### config.mk
export PLATFORM = sky130hd
export DESIGN_NAME = hash_reg_bridge
export DESIGN_NICKNAME = d
export VERILOG_FILES = /design/src/rtl/hash_reg_bridge.sv
export SDC_FILE = /design/constraint.sdc
export NUM_CORES = 1
export LEC_CHECK = 0
export BUFFER_PORTS_ARGS = -buffer_cell sky130_fd_sc_hd__buf_2
export CAP_MARGIN = 20
export CELL_PAD_IN_SITES_DETAIL_PLACEMENT = 1
export CELL_PAD_IN_SITES_GLOBAL_PLACEMENT = 2
export CORE_AREA = 4 4 324 326
export CTS_BUF_LIST = sky130_fd_sc_hd__clkbuf_16
export DETAILED_ROUTE_END_ITERATION = 10
export DIE_AREA = 0 0 328 330
export PLACE_DENSITY_LB_ADDON = 0.1
export SYNTH_ARGS = -nofsm -noshare
export SYNTH_HDL_FRONTEND = slang
export SYNTH_SLANG_ARGS = --single-unit
### constraint.sdc
create_clock -name clk -period 5 [get_ports clk]
set_input_delay 1 -clock clk [delete_from_list [all_inputs] [get_ports clk]]
set_output_delay 1 -clock clk [all_outputs]
set_load 0.02 [all_outputs]
### src/rtl/hash_reg_bridge.sv
`timescale 1ns/1ps
module hash_reg_bridge #(
  parameter logic [31:0] ID_WORD0 = 32'h68617368,
  parameter logic [31:0] ID_WORD1 = 32'h2d323536,
  parameter logic [31:0] ID_REV   = 32'h302e3930
) (
  input  logic         clk,
  input  logic         rst_n,
  input  logic         bus_sel,
  input  logic         bus_wr,
  input  logic [7:0]   bus_addr,
  input  logic [31:0]  bus_wdata,
  output logic [31:0]  bus_rdata,
  output logic         bus_err,
  output logic         core_init,
  output logic         core_next,
  output logic         core_mode,
  output logic [511:0] core_block,
  input  logic         core_ready,
  input  logic [255:0] core_digest,
  input  logic         core_digest_ok
);

  localparam logic [7:0] A_ID0  = 8'h00;
  localparam logic [7:0] A_ID1  = 8'h01;
  localparam logic [7:0] A_REV  = 8'h02;
  localparam logic [7:0] A_CTRL = 8'h08;
  localparam logic [7:0] A_STAT = 8'h09;

  logic [255:0] dig_q;

  wire do_wr  = bus_sel & bus_wr;
  wire do_rd  = bus_sel & ~bus_wr;
  wire in_blk = (bus_addr[7:4] == 4'h1);
  wire in_dig = (bus_addr[7:3] == 5'b00100);
  wire is_ctl = (bus_addr == A_CTRL);
  wire is_id  = (bus_addr == A_ID0) | (bus_addr == A_ID1) | (bus_addr == A_REV);
  wire wr_ok  = is_ctl | in_blk;
  wire rd_ok  = is_id | is_ctl | (bus_addr == A_STAT) | in_blk | in_dig;

  always_ff @(posedge clk or negedge rst_n) begin
    if (!rst_n) begin
      core_init <= 1'b0;
      core_next <= 1'b0;
      core_mode <= 1'b0;
    end else begin
      core_init <= 1'b0;
      core_next <= 1'b0;
      if (do_wr && is_ctl) begin
        core_init <= bus_wdata[0];
        core_next <= bus_wdata[1];
        core_mode <= bus_wdata[2];
      end
    end
  end

  always_ff @(posedge clk or negedge rst_n) begin
    if (!rst_n)
      core_block <= '0;
    else if (do_wr && in_blk)
      core_block[{~bus_addr[3:0], 5'b0} +: 32] <= bus_wdata;
  end

  always_ff @(posedge clk or negedge rst_n) begin
    if (!rst_n)
      dig_q <= '0;
    else if (core_digest_ok)
      dig_q <= core_digest;
  end

  always_ff @(posedge clk or negedge rst_n) begin
    if (!rst_n)
      bus_err <= 1'b0;
    else
      bus_err <= (do_wr & ~wr_ok) | (do_rd & ~rd_ok);
  end

  always_comb begin
    bus_rdata = '0;
    if (do_rd) begin
      if (in_blk)
        bus_rdata = core_block[{~bus_addr[3:0], 5'b0} +: 32];
      else if (in_dig)
        bus_rdata = dig_q[{~bus_addr[2:0], 5'b0} +: 32];
      else begin
        case (bus_addr)
          A_ID0:   bus_rdata = ID_WORD0;
          A_ID1:   bus_rdata = ID_WORD1;
          A_REV:   bus_rdata = ID_REV;
          A_CTRL:  bus_rdata = {29'b0, core_mode, 2'b00};
          A_STAT:  bus_rdata = {30'b0, core_digest_ok, core_ready};
          default: bus_rdata = '0;
        endcase
      end
    end
  end

endmodule

# Yosys cells after proc, flatten, opt, wreduce, memory -nomap -nowiden
# Index checks and enable logic that the tools add are counted.
[word_totals] regBits=772 latchBits=0 mem_bits_rw=0 mem_bits_ro=0 word_cells=44 mem_count=0
[op_classes] add_sub_neg=1 multipliers=0 n_div=0 n_lt_le_gt_ge=0 eq_ne=6 shifts=4 muxes=7 n_bitwise=17 reduce_logical=3
[ops] cell="bitwise mux 512 bit" n=1
[ops] cell="variable shift 32 x 11 -> 512 bit (first input constant)" n=1
[ops] cell="indexed part select 32 x 11 -> 512 bit" n=1
[ops] cell="indexed part select 512 x 10 -> 32 bit" n=1
[ops] cell="indexed part select 256 x 9 -> 32 bit" n=1
[ops] cell="one-hot mux 31 bit (5 select lines)" n=1
[ops] cell="two-way mux 32 bit" n=3
[ops] cell="equality test 8 x 4 -> 1 bit (second input constant)" n=2
[ops] cell="negator 9 -> 11 bit" n=1
[ops] cell="equality test 8 x 1 -> 1 bit (second input constant)" n=1
[ops] cell="equality test 8 x 2 -> 1 bit (second input constant)" n=1
[ops] cell="zero test 8 bit" n=1
[ops] cell="OR 1 bit" n=8
[ops] cell="equality test 5 x 3 -> 1 bit (second input constant)" n=1
[ops] cell="bitwise AND 1 bit" n=4
[ops] cell="equality test 4 x 1 -> 1 bit (second input constant)" n=1
[ops] cell="NOT 4 bit" n=1
[ops] cell="NOT 1 bit" n=3
[ops] cell="NOT 3 bit" n=1
[ops] cell="logical AND 1 bit" n=2
[ops] cell="two-way mux 1 bit" n=2

# Depth between registers and ports, before layout
[depth] word_depth=10 depth_mapped=12 depth_no_buf=6

# Least setup slack after synthesis
# No wires, ideal clock.
[synth_timing] kind="input-to-output" startpoint="input port bus_addr[1]" endpoint="output port bus_rdata[12]" t_arrival_ps=3553 t_required_ps=4000 setup_slack_ps=447 cell_stages=10 path_buffers=5 path_cell_list="clkbuf_1 clkbuf_1 buf_2 buf_1 inv_1 ha_1 clkbuf_1 o311a_1 o21ai_0 o21ai_0"
[synth_via] elab_chain_len=5
[synth_lines] item="start: declaration" line="11" source="input logic [7:0] bus_addr,"
[synth_lines] item="NOT 3 bit (tied with other cells)" line="84" source="bus_rdata = dig_q[{~bus_addr[2:0], 5'b0} +: 32];"
[synth_lines] item="indexed part select 256 x 9 -> 32 bit / one-hot mux 31 bit (5 select lines) (equally long branches)" line="84, 86"
[synth_lines] item="two-way mux 32 bit" line="83" source="else if (in_dig)"
[synth_lines] item="two-way mux 32 bit (*)" line="81" source="if (in_blk)"
[synth_lines] item="two-way mux 32 bit (*)" line="80" source="if (do_rd) begin"
[synth_lines] item="end: declaration" line="13" source="output logic [31:0] bus_rdata,"
# Mark *: on every way between the ends. The rest lies on a longest branch, timed or not.

# Worst setup path after layout
[layout_timing] startpoint="input port bus_addr[0]" endpoint="output port bus_rdata[16]"
# Same word-level chain as after synthesis.

==> PnR_summary.wiki <==
{| class="wikitable"
! Metric !! Value
|-
| Buffering stage count on the worst path with inverters included || 3
|-
| RePlAce Congestion || 0.9035
|-
| Crit path largest cell delay || 0.65 ns
|-
| Buffer levels on the longest clock path || 3
|-
| First-pass GRT wire length || 223.6 mm
|-
| Total negative slack for setup checks || 0 ns
|-
| Worst slew margin || 30.74%
|-
| Crit. path cell count || 7
|-
| Number of enable-type register cells in the synthesized netlist || 0
|-
| Total standard cell area after synthesis || 36350 um2
|-
| Count of buffers added by post-CTS timing repair for setup || 0
|-
| Sequential fraction of the synthesis area || 53.15%
|-
| Clock latency on the worst-skew pair || 0.66 ns
|-
| Fraction of final layout cells sized beyond drive strength 1 || 61.21%
|-
| List of most frequent post-synthesis cells || 772 x sky130_fd_sc_hd__dfrtp_1, 748 x sky130_fd_sc_hd__mux2_2, 194 x sky130_fd_sc_hd__mux4_2
|-
| Final core utilization || 44.57%
|-
| Unrepaired setup endpoints after global routing || no
|-
| Cell with the most instances after synthesis || sky130_fd_sc_hd__dfrtp_1
|-
| Total of buffers placed on input and output ports || 849
|-
| I/O pin count || 850
|-
| Slew Viols, Final || 0
|-
| Power per unit of standard cell area || 315.6 nW/um2
|-
| Kind of start point of the critical path || input pin
|-
| Post-synth ARST share || 100.0%
|-
| Post-route DRC violation count || 0
|-
| Final setup margin || 0.2741 ns
|-
| Clock-pin slew reported for the worst setup and hold paths after clock tree synthesis || 0.06 ns
|-
| Dominant cell type by count on the critical path || sky130_fd_sc_hd__a211oi_1
|-
| Top cell family by delay on the critical path || compound AO/OA/AOI/OAI gates
|-
| Final Hold Vio Count || 0
|-
| Height of the die || 330 um
|-
| Initial drt markers || 1772
|-
| Register Area || 19320 um2
|-
| Pin count of the biggest net entering global routing || 111
|-
| Largest fanout on the critical path || 38
|-
| Final period utilization || 94.52%
|-
| Maximum ir drop on the vdd rail || 0.2574 mV
|-
| PostCTS Resize Cnt || 0
|-
| Critical-path cell with the highest stage delay || sky130_fd_sc_hd__a211oi_1
|-
| Vias in the first global route || 28580
|-
| Share of the synthesized area in the top cell type || 53.15%
|-
| Worst reg2reg path depth || 1
|-
| Measured slew at the worst slew-check pin || 1.039 ns
|-
| Kind of path behind the tightest hold check || in -> async
|-
| Layout area overhead || 24.75%
|-
| Residual antenna-violating net count after detailed routing || 0
|-
| Initial core utilization || 35.73%
|-
| Max-Cap Viols || 0
|-
| Category of the most critical setup path || in -> out
|-
| Post-Syn Nets || 2696
|-
| Cell Chain, Critical Path || buf_8, buf_12, mux4_2, and2_1, a211oi_1, a211oi_1, buf_2
|-
| Area of combinational cells with multiple inputs || 16180 um2
|-
| Data required time of the worst path || 4.00 ns
|-
| Warning count from the yosys run || 0
|-
| H-tree depth || 3
|-
| Final clock skew || 0 ns
|-
| Final wirelength || 160.0 mm
|-
| Die Footprint || 108200 um2
|-
| Nets@finish || 3560
|-
| X dimension of the die || 328 um
|-
| Mapped Avg Cell Area || 15.21 um2
|-
| DPL Wire Length || 116.9 mm
|-
| Cell type with the largest total area after synthesis || sky130_fd_sc_hd__dfrtp_1
|-
| Core outline area || 101700 um2
|-
| Clock buffer count from CTS || 91
|-
| Synth unique cells || 52
|-
| Outcome || completed
|-
| Global-route congestion overflow total || 0
|-
| Shortest clock period the worst path allows after layout || 4.726 ns
|-
| Root buffer selected by CTS || sky130_fd_sc_hd__clkbuf_16
|-
| Number of standard cells after synthesis || 2390
|-
| Arrival time of the worst setup path || 3.73 ns
|-
| Via density per instance || 5.520
|-
| Gr usage total || 29.02%
|-
| Number of vias after detailed routing || 26050
|-
| Static Leakage || 22.83 nW
|-
| Quantity of hold-fixing buffers added after cts || 0
|-
| Seq cells post-synth || 772
|-
| Antenna violations before repair || 51
|-
| Max frequency || 211.6 MHz
|-
| Prevailing post-synth register cell || sky130_fd_sc_hd__dfrtp_1
|-
| Clock tree from TritonCTS || built
|-
| Pre-CTS setup slack || 0.2014 ns
|-
| Top area cells in the synthesized netlist || sky130_fd_sc_hd__dfrtp_1 53%, sky130_fd_sc_hd__mux2_2 23%, sky130_fd_sc_hd__mux4_2 12%
|-
| Drt wl/cell || 33.91 um
|-
| Final Setup Violations || 0
|-
| Power after layout || 14.31 mW
|-
| Crit. End Element || primary output
|-
| FILL cells || 10410
|-
| Sinks on the clock net || 772
|-
| Floorplan row count || 117
|-
| Number of iterations in the first detailed-routing pass || 5
|}
==> path summary, 6_finish.rpt <==
check / from / to / slack, ns
max: bus_addr[0] / bus_rdata[16] / 0.27
min: rst_n / core_block[18] / 0.34
max reg2reg: core_block[150] / core_block[150] / 4.10
min reg2reg: dig_q[97] / dig_q[97] / 0.50
max in group asynchronous: rst_n / dig_q[80] / 3.38
min in group clk: dig_q[97] / dig_q[97] / 0.50
==> per-layer routing <==
metal  vias up  track usage, %  wire [um]
met4        36           12.18       7031
li1      10640               -          -
met1     14000           36.38      63590
met3       319           8.420      13010
met2      1054           47.16      76140
met5         -               0        235
==> sequential cells by signal, indices dropped and copies added (netlist names) <==
name / cells
bus_err: 1
core_next: 1
core_block: 512
dig_q: 256
core_mode: 1
core_init: 1
==> metrics by stage <==
stage / std cells / cell area [um2] / hold slack (ns)
after floorplan: 2390 / 36350 / 0.4752
after global placement: 4529 / 42570 / 0.4847
after detailed placement: 4529 / 42570 / 0.4917
after CTS: 4694 / 45280 / 0.3704
after global routing: 4708 / 45320 / 0.3807
final: 4719 / 45340 / 0.3448
==> cells by family (layout without fill, tap and decap cells) <==
logic type / after synthesis / count (layout) / share of synthesized area (%)
muxes: 1027 / 1027 / 37.63
DFF: 772 / 772 / 53.15
and+or+nand+nor: 312 / 312 / 4.709
buffers and inverters: 182 / 1118 / 2.533
AOI/OAI and AO/OA: 90 / 90 / 1.773
adders and majority gates: 4 / 4 / 0.1377
xor gates and xnor gates: 3 / 3 / 0.07230
other: 0 / 25 / 0
==> layout by cell type (no fill, tap or decap), types with 3 or more instances in the layout <==
| master | instances |
|---|---|
| sky130_fd_sc_hd__a211oi_1 | 12 |
| sky130_fd_sc_hd__a31oi_1 | 3 |
| sky130_fd_sc_hd__and2_1 | 105 |
| sky130_fd_sc_hd__and3_1 | 18 |
| sky130_fd_sc_hd__and3_2 | 14 |
| sky130_fd_sc_hd__buf_12 | 24 |
| sky130_fd_sc_hd__buf_2 | 844 |
| sky130_fd_sc_hd__buf_4 | 77 |
| sky130_fd_sc_hd__buf_8 | 4 |
| sky130_fd_sc_hd__clkbuf_16 | 93 |
| sky130_fd_sc_hd__clkinv_1 | 26 |
| sky130_fd_sc_hd__clkinv_2 | 14 |
| sky130_fd_sc_hd__clkinvlp_4 | 3 |
| sky130_fd_sc_hd__dfrtp_1 | 772 |
| sky130_fd_sc_hd__diode_2 | 25 |
| sky130_fd_sc_hd__ha_1 | 4 |
| sky130_fd_sc_hd__inv_1 | 26 |
| sky130_fd_sc_hd__inv_6 | 4 |
| sky130_fd_sc_hd__mux2_1 | 27 |
| sky130_fd_sc_hd__mux2_2 | 748 |
| sky130_fd_sc_hd__mux2i_1 | 58 |
| sky130_fd_sc_hd__mux4_2 | 194 |
| sky130_fd_sc_hd__nand2_1 | 73 |
| sky130_fd_sc_hd__nand3_1 | 6 |
| sky130_fd_sc_hd__nor2_1 | 38 |
| sky130_fd_sc_hd__nor2b_1 | 35 |
| sky130_fd_sc_hd__nor3b_4 | 3 |
| sky130_fd_sc_hd__o21ai_0 | 31 |
| sky130_fd_sc_hd__o221ai_1 | 6 |
| sky130_fd_sc_hd__o22a_1 | 22 |
==> report_power, final <==
group | switching [mW] | internal [mW]
Clock | 2.76 | 3.46
Combinational | 0.775 | 0.635
Sequential | 0.176 | 6.51
==> area by class of cell <==
| cell class | count | share of cell area [%] |
|---|---|---|
| Sequential cell | 772 | 42.60 |
| Multi-Input combinational cell | 1436 | 35.68 |
| Timing Repair Buffer | 949 | 11.78 |
| Clock buffer | 93 | 5.132 |
| Tap cell | 1368 | 3.775 |
| Clock inverter | 72 | 0.8526 |
| Antenna cell | 25 | 0.1380 |
| Inverter | 4 | 0.03587 |
No activity file was read; power rests on OpenSTA's default activity.
